### src/rtl/sck_gen_pkg.sv
package sck_gen_pkg;
  typedef enum logic [2:0] {
    CS_IDLE  = 3'd0,
    CS_LOAD  = 3'd1,
    CS_BASE  = 3'd2,
    CS_RATIO = 3'd3,
    CS_ACH   = 3'd4
  } calc_state_e;
endpackage

### src/rtl/sck_udiv.sv
module sck_udiv #(
  parameter int W = 32
) (
  input  logic         clk,
  input  logic         rst_n,
  input  logic         start,
  input  logic [W-1:0] dividend,
  input  logic [W-1:0] divisor,
  output logic         busy,
  output logic         done,
  output logic [W-1:0] quo,
  output logic [W-1:0] rem
);
  localparam int CW = $clog2(W + 1);

  logic [W-1:0]  rem_q, quo_q, dsr_q;
  logic [CW-1:0] cnt_q;
  logic          done_q;
  logic [W:0]    trial;
  logic          fits;
  logic [W-1:0]  rem_nx;

  always_comb begin
    trial  = {rem_q, quo_q[W-1]};
    fits   = (trial >= {1'b0, dsr_q});
    rem_nx = fits ? W'(trial - {1'b0, dsr_q}) : trial[W-1:0];
  end

  always_ff @(posedge clk or negedge rst_n) begin
    if (!rst_n) begin
      rem_q  <= '0;
      quo_q  <= '0;
      dsr_q  <= '0;
      cnt_q  <= '0;
      done_q <= 1'b0;
    end else begin
      done_q <= 1'b0;
      if (start) begin
        rem_q <= '0;
        quo_q <= dividend;
        dsr_q <= divisor;
        cnt_q <= CW'(W);
      end else if (cnt_q != '0) begin
        rem_q <= rem_nx;
        quo_q <= {quo_q[W-2:0], fits};
        cnt_q <= cnt_q - 1'b1;
        if (cnt_q == CW'(1)) done_q <= 1'b1;
      end
    end
  end

  assign busy = (cnt_q != '0);
  assign done = done_q;
  assign quo  = quo_q;
  assign rem  = rem_q;

  AST_DIV_NO_RESTART: assert property (@(posedge clk) disable iff (!rst_n)
    start |-> !busy);

  AST_DIV_DONE_AFTER_BUSY: assert property (@(posedge clk) disable iff (!rst_n)
    done |-> $past(busy));
endmodule

### src/rtl/sck_cfg_gate.sv
module sck_cfg_gate #(
  parameter int SW = 2,
  parameter int PW = 3
) (
  input  logic          clk,
  input  logic          rst_n,
  input  logic          wr,
  input  logic [SW-1:0] src_in,
  input  logic [PW-1:0] pdiv_in,
  input  logic          idle,
  output logic [SW-1:0] cur_src,
  output logic [PW-1:0] cur_pdiv,
  output logic          apply
);
  logic          pend_q;
  logic [SW-1:0] pend_src_q, cur_src_q;
  logic [PW-1:0] pend_pdiv_q, cur_pdiv_q;

  assign apply = idle && (wr || pend_q);

  always_ff @(posedge clk or negedge rst_n) begin
    if (!rst_n) begin
      pend_q      <= 1'b0;
      pend_src_q  <= '0;
      pend_pdiv_q <= '0;
      cur_src_q   <= '0;
      cur_pdiv_q  <= '0;
    end else if (apply) begin
      pend_q     <= 1'b0;
      cur_src_q  <= wr ? src_in  : pend_src_q;
      cur_pdiv_q <= wr ? pdiv_in : pend_pdiv_q;
    end else if (wr) begin
      pend_q      <= 1'b1;
      pend_src_q  <= src_in;
      pend_pdiv_q <= pdiv_in;
    end
  end

  assign cur_src  = cur_src_q;
  assign cur_pdiv = cur_pdiv_q;

  AST_CFG_ONLY_IDLE: assert property (@(posedge clk) disable iff (!rst_n)
    ((cur_src != $past(cur_src)) || (cur_pdiv != $past(cur_pdiv))) |-> $past(idle));

  AST_CFG_NOT_LOST: assert property (@(posedge clk) disable iff (!rst_n)
    ($past(wr) && !$past(idle)) |-> pend_q);
endmodule

### src/rtl/sck_rate_calc.sv
module sck_rate_calc
  import sck_gen_pkg::*;
#(
  parameter int FW = 32,
  parameter int NW = 8,
  parameter int PW = 3
) (
  input  logic          clk,
  input  logic          rst_n,
  input  logic          req_valid,
  output logic          req_ready,
  input  logic [FW-1:0] req_hz,
  input  logic          cfg_apply,
  input  logic [FW-1:0] root_hz,
  input  logic [PW-1:0] pdiv,
  output logic          res_valid,
  output logic [NW-1:0] res_div,
  output logic [FW-1:0] res_hz,
  output logic          busy
);
  localparam logic [NW-1:0] NMAX  = '1;
  localparam int            MW    = NW + 1;
  localparam logic [FW:0]   D_SAT = (FW+1)'(NMAX) + (FW+1)'(2);

  calc_state_e   st_q;
  logic [FW-1:0] req_q, last_req_q, f_q, ach_q;
  logic [NW-1:0] n_q, n_calc;
  logic          cache_ok_q, res_valid_q;
  logic          hit, take;
  logic [FW:0]   d_need;
  logic [MW-1:0] m_calc;

  logic          dv_start, dv_done, dv_busy;
  logic [FW-1:0] dv_dend, dv_dsor, dv_quo, dv_rem;

  sck_udiv #(.W(FW)) u_div (
    .clk      (clk),
    .rst_n    (rst_n),
    .start    (dv_start),
    .dividend (dv_dend),
    .divisor  (dv_dsor),
    .busy     (dv_busy),
    .done     (dv_done),
    .quo      (dv_quo),
    .rem      (dv_rem)
  );

  // Ceiling of F/R, turned into N with clamping at both ends.
  always_comb begin
    d_need = {1'b0, dv_quo} + (FW+1)'(dv_rem != '0);
    if (d_need > D_SAT)              n_calc = NMAX;
    else if (d_need < (FW+1)'(2))    n_calc = '0;
    else                             n_calc = NW'(d_need - (FW+1)'(2));
    m_calc = {1'b0, n_calc} + MW'(2);
  end

  always_comb begin
    dv_start = 1'b0;
    dv_dend  = f_q;
    dv_dsor  = FW'(1);
    unique case (st_q)
      CS_LOAD: begin
        dv_start = 1'b1;
        dv_dend  = root_hz;
        dv_dsor  = FW'(pdiv) + FW'(1);
      end
      CS_BASE: begin
        dv_start = dv_done;
        dv_dend  = dv_quo;
        dv_dsor  = (req_q == '0) ? FW'(D_SAT) : req_q;
      end
      CS_RATIO: begin
        dv_start = dv_done;
        dv_dend  = f_q;
        dv_dsor  = FW'(m_calc);
      end
      default: ;
    endcase
  end

  assign req_ready = (st_q == CS_IDLE) && !res_valid_q;
  assign take      = req_valid && req_ready;
  assign hit       = cache_ok_q && !cfg_apply && (req_hz == last_req_q);

  always_ff @(posedge clk or negedge rst_n) begin
    if (!rst_n) begin
      st_q        <= CS_IDLE;
      req_q       <= '0;
      last_req_q  <= '0;
      f_q         <= '0;
      ach_q       <= '0;
      n_q         <= '0;
      cache_ok_q  <= 1'b0;
      res_valid_q <= 1'b0;
    end else begin
      res_valid_q <= 1'b0;
      if (cfg_apply) cache_ok_q <= 1'b0;
      unique case (st_q)
        CS_IDLE: begin
          if (take) begin
            if (hit) begin
              res_valid_q <= 1'b1;
            end else begin
              req_q <= req_hz;
              st_q  <= CS_LOAD;
            end
          end
        end
        CS_LOAD: st_q <= CS_BASE;
        CS_BASE: begin
          if (dv_done) begin
            f_q <= dv_quo;
            if (req_q == '0) begin
              n_q  <= NMAX;
              st_q <= CS_ACH;
            end else begin
              st_q <= CS_RATIO;
            end
          end
        end
        CS_RATIO: begin
          if (dv_done) begin
            n_q  <= n_calc;
            st_q <= CS_ACH;
          end
        end
        CS_ACH: begin
          if (dv_done) begin
            ach_q       <= dv_quo;
            res_valid_q <= 1'b1;
            last_req_q  <= req_q;
            cache_ok_q  <= 1'b1;
            st_q        <= CS_IDLE;
          end
        end
        default: st_q <= CS_IDLE;
      endcase
    end
  end

  assign res_valid = res_valid_q;
  assign res_div   = n_q;
  assign res_hz    = ach_q;
  assign busy      = (st_q != CS_IDLE);

  AST_RES_ONE_CYCLE: assert property (@(posedge clk) disable iff (!rst_n)
    res_valid |=> !res_valid);

  AST_ACH_FLOOR: assert property (@(posedge clk) disable iff (!rst_n)
    res_valid |-> ((64'(res_hz) * 64'({1'b0, res_div} + MW'(2)) <= 64'(f_q)) &&
                   (64'(f_q) < (64'(res_hz) + 64'd1) * 64'({1'b0, res_div} + MW'(2)))));

  AST_NOT_ABOVE_REQ: assert property (@(posedge clk) disable iff (!rst_n)
    (res_valid && (last_req_q != '0) && (res_div != NMAX)) |-> (res_hz <= last_req_q));

  AST_FASTEST_CHOICE: assert property (@(posedge clk) disable iff (!rst_n)
    (res_valid && (res_div != '0) && (res_div != NMAX)) |->
      (64'(last_req_q) * 64'({1'b0, res_div} + MW'(1)) < 64'(f_q)));

  AST_BUSY_NOT_READY: assert property (@(posedge clk) disable iff (!rst_n)
    $past(take && !hit) |-> !req_ready);
endmodule

### src/rtl/sck_wave.sv
module sck_wave #(
  parameter int NW = 8
) (
  input  logic          clk,
  input  logic          rst_n,
  input  logic          en,
  input  logic [NW-1:0] div,
  output logic          sck
);
  localparam int MW = NW + 1;

  logic          run_q;
  logic [MW-1:0] cnt_q, m_q, hi;

  always_ff @(posedge clk or negedge rst_n) begin
    if (!rst_n) begin
      run_q <= 1'b0;
      cnt_q <= '0;
      m_q   <= MW'(2);
    end else begin
      run_q <= en;
      if (!run_q || (cnt_q == m_q - MW'(1))) begin
        cnt_q <= '0;
        m_q   <= {1'b0, div} + MW'(2);
      end else begin
        cnt_q <= cnt_q + MW'(1);
      end
    end
  end

  assign hi  = (m_q + MW'(1)) >> 1;
  assign sck = run_q && (cnt_q < hi);

  AST_SCK_GATED: assert property (@(posedge clk) disable iff (!rst_n)
    !$past(en) |-> !sck);

  AST_SCK_CNT_RANGE: assert property (@(posedge clk) disable iff (!rst_n)
    run_q |-> (cnt_q < m_q));
endmodule

### src/rtl/sck_clkgen.sv
module sck_clkgen #(
  parameter int          FW      = 32,
  parameter int          NW      = 8,
  parameter int          SW      = 2,
  parameter int          PW      = 3,
  parameter logic [31:0] SRC0_HZ = 32'd664615384,
  parameter logic [31:0] SRC1_HZ = 32'd720000000,
  parameter logic [31:0] SRC2_HZ = 32'd528000000,
  parameter logic [31:0] SRC3_HZ = 32'd396000000
) (
  input  logic          clk,
  input  logic          rst_n,
  input  logic          cfg_wr,
  input  logic [SW-1:0] cfg_src,
  input  logic [PW-1:0] cfg_pdiv,
  input  logic          sck_en,
  input  logic          req_valid,
  output logic          req_ready,
  input  logic [FW-1:0] req_hz,
  output logic          res_valid,
  output logic [NW-1:0] res_div,
  output logic [FW-1:0] res_hz,
  output logic          sck
);
  localparam int NSRC = 1 << SW;

  logic [FW-1:0] src_tab [NSRC];
  logic [SW-1:0] cur_src;
  logic [PW-1:0] cur_pdiv;
  logic          cfg_apply, calc_busy, idle;

  for (genvar g = 0; g < NSRC; g++) begin : g_src
    localparam logic [31:0] HZ = (g == 0) ? SRC0_HZ :
                                 (g == 1) ? SRC1_HZ :
                                 (g == 2) ? SRC2_HZ : SRC3_HZ;
    assign src_tab[g] = FW'(HZ);
  end

  assign idle = !sck_en && !calc_busy;

  sck_cfg_gate #(.SW(SW), .PW(PW)) u_gate (
    .clk      (clk),
    .rst_n    (rst_n),
    .wr       (cfg_wr),
    .src_in   (cfg_src),
    .pdiv_in  (cfg_pdiv),
    .idle     (idle),
    .cur_src  (cur_src),
    .cur_pdiv (cur_pdiv),
    .apply    (cfg_apply)
  );

  sck_rate_calc #(.FW(FW), .NW(NW), .PW(PW)) u_calc (
    .clk       (clk),
    .rst_n     (rst_n),
    .req_valid (req_valid),
    .req_ready (req_ready),
    .req_hz    (req_hz),
    .cfg_apply (cfg_apply),
    .root_hz   (src_tab[cur_src]),
    .pdiv      (cur_pdiv),
    .res_valid (res_valid),
    .res_div   (res_div),
    .res_hz    (res_hz),
    .busy      (calc_busy)
  );

  sck_wave #(.NW(NW)) u_wave (
    .clk   (clk),
    .rst_n (rst_n),
    .en    (sck_en),
    .div   (res_div),
    .sck   (sck)
  );

  AST_NO_CFG_WHILE_BUSY: assert property (@(posedge clk) disable iff (!rst_n)
    (calc_busy || sck_en) |-> !cfg_apply);
endmodule

### config.mk
export PLATFORM = sky130hd
export DESIGN_NAME = sck_clkgen
export DESIGN_NICKNAME = d
export VERILOG_FILES = /design/src/rtl/sck_gen_pkg.sv /design/src/rtl/sck_udiv.sv /design/src/rtl/sck_cfg_gate.sv /design/src/rtl/sck_rate_calc.sv /design/src/rtl/sck_wave.sv /design/src/rtl/sck_clkgen.sv
export SDC_FILE = /design/constraint.sdc
export NUM_CORES = 1
export LEC_CHECK = 0
export BUFFER_PORTS_ARGS = -buffer_cell sky130_fd_sc_hd__buf_2
export CAP_MARGIN = 20
export CELL_PAD_IN_SITES_DETAIL_PLACEMENT = 0
export CELL_PAD_IN_SITES_GLOBAL_PLACEMENT = 1
export CORE_MARGIN = 4
export CORE_UTILIZATION = 40
export DETAILED_ROUTE_END_ITERATION = 6
export PLACE_DENSITY = 0.68
export SYNTH_ARGS = -nofsm -noshare
export SYNTH_HDL_FRONTEND = slang
export SYNTH_SLANG_ARGS = --single-unit
### constraint.sdc
create_clock -name clk -period 7.88 [get_ports clk]
set_clock_uncertainty 0.15 [all_clocks]
set_input_delay 0.394 -clock clk [delete_from_list [all_inputs] [get_ports clk]]
set_output_delay 0.394 -clock clk [all_outputs]
set_load 0.01 [all_outputs]
# Yosys cells after proc, flatten, opt, wreduce, memory -nomap -nowiden
# Cells that the tools add are included.
# classes
order_cmp	5
n_bitwise	2
add_sub_neg	10
n_reduce_logical	29
n_eq_ne	14
mux	42
# ops
operator	count
32-bit 2-to-1 mux	8
32-bit case mux with 3 select lines	1
32-bit binary-select mux with 2-bit select	1
32-bit case mux with 2 select lines	1
8-bit 2-to-1 mux	5
32-bit by 1-bit adder with 33-bit output	1
33-bit by 32-bit greater-or-equal comparator with 1-bit output	1
33-bit by 9-bit greater-than comparator with 1-bit output (second input constant)	1
33-bit by 2-bit < comparator with 1-bit output (second input constant)	1
32-bit == test	1
32-bit logical NOT	1
32-bit nonzero test	1
32-bit subtractor	1
3-bit 2-to-1 mux	7
8-bit by 2-bit adder with 9-bit output (second input constant)	2
9-bit by 1-bit adder with 9-bit output (second input constant)	2
8-bit case mux with 2 select lines	1
3-bit case mux with 5 select lines	1
6-bit 2-to-1 mux	2
1-bit 2-to-1 mux	11
2-bit != test (second input constant)	5
9-bit == test	1
9-bit by 8-bit < comparator with 1-bit output	1
9-bit 2-to-1 mux	1
other kinds (26)	44
# totals
wordCells	123
output_inout_bits	43
reg_bits	274
in_bits	42

# Depth between registers and ports, before layout
# depth
depth_word	10
ltp_mapped	19
depth_no_buf	18

# Modules after synthesis
# A second synthesis with hierarchy kept.
# unflattened
cells_unflattened	1692
hier_area_um2	16528.4
# modules_own_cells
module	cells_per_inst	seq_area_each_um2	area_each_um2	instances
sck_rate_calc	751	3528.4	8012.7	1
sck_udiv	737	2577.5	6369.9	1
sck_wave	149	476.7	1524.0	1
sck_cfg_gate	42	275.3	529.3	1
sck_clkgen	13	0.0	92.6	1

# Least setup slack after synthesis
# OpenSTA, ideal clock, no wires.
# synth_path
path_type	reg-to-reg
startpoint	register u_calc.u_div.rem_q[24] (netlist: u_calc.u_div.rem[24])
endpoint	register u_calc.u_div.dsr_q[5]
stages_incl_launch_ff	19
t_arrival_ns	3.812
path_slack_ns	3.849
t_required_ns	7.661
synth_period_minus_slack_ns	4.031
setup_time_ns	0.069
path_buffers	1
path_cell_list	dfrtp_1 -> nor4_1 -> nand4_1 -> or2_2 -> ha_1 -> ha_1 -> buf_2 -> nand3_1 -> nor4_4 -> a21o_1 -> a221oi_1 -> nand3_1 -> nor3_4 -> o21ai_0 -> ha_1 -> nand3b_1 -> xnor2_1 -> or3_1 -> nand3_1
# synth_between
elab_chain_cells	7
word_cells_on_any_way	9
cone_classes	add/sub: 3; order compare: 2; mux: 3; reduce/logical: 1
# synth_lines
element	line_no	text
start, declared	sck_udiv.sv:16	logic [W-1:0] rem_q, quo_q, dsr_q;
start signal, assigned	sck_udiv.sv:44	rem_q <= rem_nx;
32-bit nonzero test *	sck_rate_calc.sv:50	d_need = {1'b0, dv_quo} + (FW+1)'(dv_rem != '0);
32-bit by 1-bit adder with 33-bit output *	sck_rate_calc.sv:50	
33-bit by 2-bit < comparator with 1-bit output / 8-bit by 2-bit subtractor with 8-bit output (equally long branches)	sck_rate_calc.sv:52, sck_rate_calc.sv:53	
8-bit 2-to-1 mux	sck_rate_calc.sv:52	else if (d_need < (FW+1)'(2)) n_calc = '0;
8-bit 2-to-1 mux *	sck_rate_calc.sv:51	if (d_need > D_SAT) n_calc = NMAX;
8-bit by 2-bit adder with 9-bit output *	sck_rate_calc.sv:54	m_calc = {1'b0, n_calc} + MW'(2);
32-bit case mux with 3 select lines *	sck_rate_calc.sv:61	unique case (st_q)
end signal, assigned	sck_udiv.sv:41	dsr_q <= divisor;
end, declared	sck_udiv.sv:16	
# Mark *: on every way between the ends. The rest lies on a longest branch, timed or not.
# A chain may end at the register's enable or synchronous reset.

# Final worst setup path
# layout_path
startpoint	register u_calc.u_div.rem_q[17] (netlist: u_calc.u_div.rem[17])
endpoint	register u_calc.u_div.dsr_q[5]
# The elaborated chain is that of the path after synthesis.

==> metrics.yaml <==
core_mm2: 0.0376
antenna_cells: 0
wl_met3_um: 2070
slew_violations: 0
synth_cell_types: 72
grt_pass1_vias: 11600
tightest_slew_ns: 0.995
finalCriticalPeriod_ns: 4.83
netlist_area_mm2: 0.0152
die_area_mm2: 0.0411
drt_iter0_drc: 924
synth_area_per_cell_um2: 9.94
min_path_type: "in2reg"
crit_path_start: "u_calc.u_div.rem[17]$_DFFE_PN0P_"
start_util_pct: 40.4
wl_met1_um: 19800
die_w_um: 203
vdd_drop_max_mv: 0.192
synth_fp_nets: 1627
totalWireLength_um: 40000
post_cts_buffers: 0
drcViolationCount: 0
p_leak_nw: 7.76
drt-vias-per-instance: 5.50
power-per-cell-area_mw_per_mm2: 405
synth-seq-area-share_pct: 45.2
cts_root_buffer: "clkbuf_16"
path_clk_slew_ns: 0.06
via_count: 11800
async_flop_share_pct: 100
cts_resized: 0
ant_nets: 0
cts_tree: "done"
crit_arrival_ns: 5.17
rsz0062_at_grt: "false"
first_pass_iters: 6
insertion_delay_ns: 0.57
cp-start-kind: "flop"
worstSetupEndpointType: "flop"
ios: 85
tns_ns: 0
fmax_mhz: 207
critPathRequiredTime_ns: 8.22
dp_hpwl_um: 28100
synthToLayoutAreaGrowth_pct: 15.2
synth_edf_count: 0
portBuffers: 84
fin_nets: 1716
hold_buffers: 39
reg2reg_slack_ns: 3.05
layout-drive-gt1-share_pct: 18.7
holdCritStartpoint: "req_valid"
routed.top_layer: "met4"
stdcell_area_mm2: 0.0175
place_area_mm2: 0.0161
cts_buffer_depth: 3
final_cell_mix: "dfrtp_1 (273), nand2_1 (174), mux2_2 (129), o21ai_0 (123), nor2_1 (89)"
ys_ff_latch: 274
die_y_um: 203
yosys_warnings: 0
synth-main-ff-cell: "dfrtp_1"
h-tree-depth: 1
row_count: 71
grt_max_degree: 162
outcome: "finished, final reports clean"
grt_pass1_wl_um: 65100
final_hold_viol_count: 0
period_share_pct: 61.3
syn_inst: 1528
grt_overflow_total: 0
antenna_found_initial: 0
dr_wl_met2_um: 17500
track_usage_pct: 19.3
numClockSinks: 274
numCtsBuffers: 31
setup_violations: 0
gp_congestion: 0.880
max_slew_margin_pct: 33.5
drv_cap: 0
layout_commonest_cell: "dfrtp_1"
critPathKind: "reg2reg"
crit_fanout: 8
wire_per_inst_um: 18.6
r2r_start: "u_calc.u_div.rem[17]$_DFFE_PN0P_"
[metrics by stage]
stage               worst slack, ns  power (mW)  hold WS (ns)  util, %  instances
finish                         3.05        7.08        0.0432     46.6       2149
global route                   2.89        7.65        0.0505     46.6       2149
CTS                            3.11        7.11       0.00764     46.5       2148
detailed placement             3.12        5.68         0.315     42.9       2055
global placement               3.14        5.64         0.311     42.9       2055
floorplan                      3.85        4.76       -0.0516        -       1528
[flip-flops by register name, summed over array words and instances (netlist names)]
signal              cells
u_wave.run_q            1
u_gate.cur_pdiv         3
u_wave.m_q              9
u_calc.u_div.dsr_q     32
u_calc.res_div          8
u_calc.res_valid        1
u_calc.f_q             32
u_gate.pend_pdiv_q      3
u_gate.pend_src_q       2
u_calc.req_q           32
u_calc.u_div.done       1
u_calc.u_div.cnt_q      6
u_calc.res_hz          32
u_calc.u_div.quo       32
u_calc.u_div.rem       32
u_wave.cnt_q            9
u_gate.pend_q           1
u_gate.cur_src          2
u_calc.cache_ok_q       1
u_calc.st_q             3
u_calc.last_req_q      32
[worst max-delay path, stage by stage (launching register included)]
cell and delay, ns:
dfrtp_1 0.41, nor4_1 0.48, nand4_1 0.25, or2_2 0.39, ha_1 0.25, ha_1 0.30
nand3_1 0.30, nor4_4 0.11, a21o_1 0.19, a221oi_1 0.35, nand3_1 0.18, nor3_4 0.36
o21ai_0 0.16, ha_1 0.29, nand3b_1 0.12, xnor2_1 0.06, or3_1 0.34, nand3_1 0.08
[kinds of logic (layout without fill, tap and decap cells)]
group | after synthesis | after routing | synth area share (%)
simple gates | 485 | 485 | 15.9
compound gates | 308 | 308 | 13.0
flops | 274 | 274 | 45.2
mux | 159 | 159 | 11.5
buf+inv | 140 | 250 | 3.59
xor+xnor | 105 | 105 | 6.06
fa+ha+maj | 57 | 57 | 4.75
[final cells by class]
type,count,area [um2]
clock inverter,7,65.1
multi-input combinational,1114,7850
timing repair buffer,140,981
inverter,56,210
fill,3483,20100
tap,511,639
sequential,274,6860
clock buffer,47,896
[synthesized netlist by cell type (all sizes together), types with 21 or more instances]
master  instances  area (um2)
nor3           21         116
o21ai         124         621
nand2         174         653
mux2          129        1450
nand3          53         270
nor4           37         268
a21oi          47         235
xnor2          66         578
nand4          34         249
nor2           91         342
xor2           39         342
ha             56         701
inv            56         210
a21o           22         165
mux2i          30         300
clkbuf         71         268
dfrtp         273        6830
[final timing paths]
path / to / cells after the start
min in group asynchronous: u_wave.cnt_q[8]$_DFF_PN0_ / 2
max in group asynchronous: u_calc.last_req_q[16]$_DFFE_PN0P_ / 3
hold / removal: u_calc.res_valid$_DFF_PN0_ / 3
setup reg to reg: u_calc.u_div.dsr_q[5]$_DFFE_PN0P_ / 17
setup / recovery: u_calc.u_div.dsr_q[5]$_DFFE_PN0P_ / 17
hold reg to reg: u_calc.res_hz[4]$_DFFE_PN0P_ / 2
[routing by layer]
layer,track usage (%),vias up
met3,2.78,49
met1,29.7,5831
met2,29.2,282
met5,0,-
met4,4.00,0
li1,-,5662
[power breakdown]
part	switching [mW]	internal (mW)	total (mW)	leakage (nW)
clock	0.565	0.807	1.37	0.467
sequential	0.651	1.88	2.53	3.50
combinational	1.77	1.41	3.18	3.80
total	2.99	4.09	7.08	7.76
(Power assumes the default switching activity.)
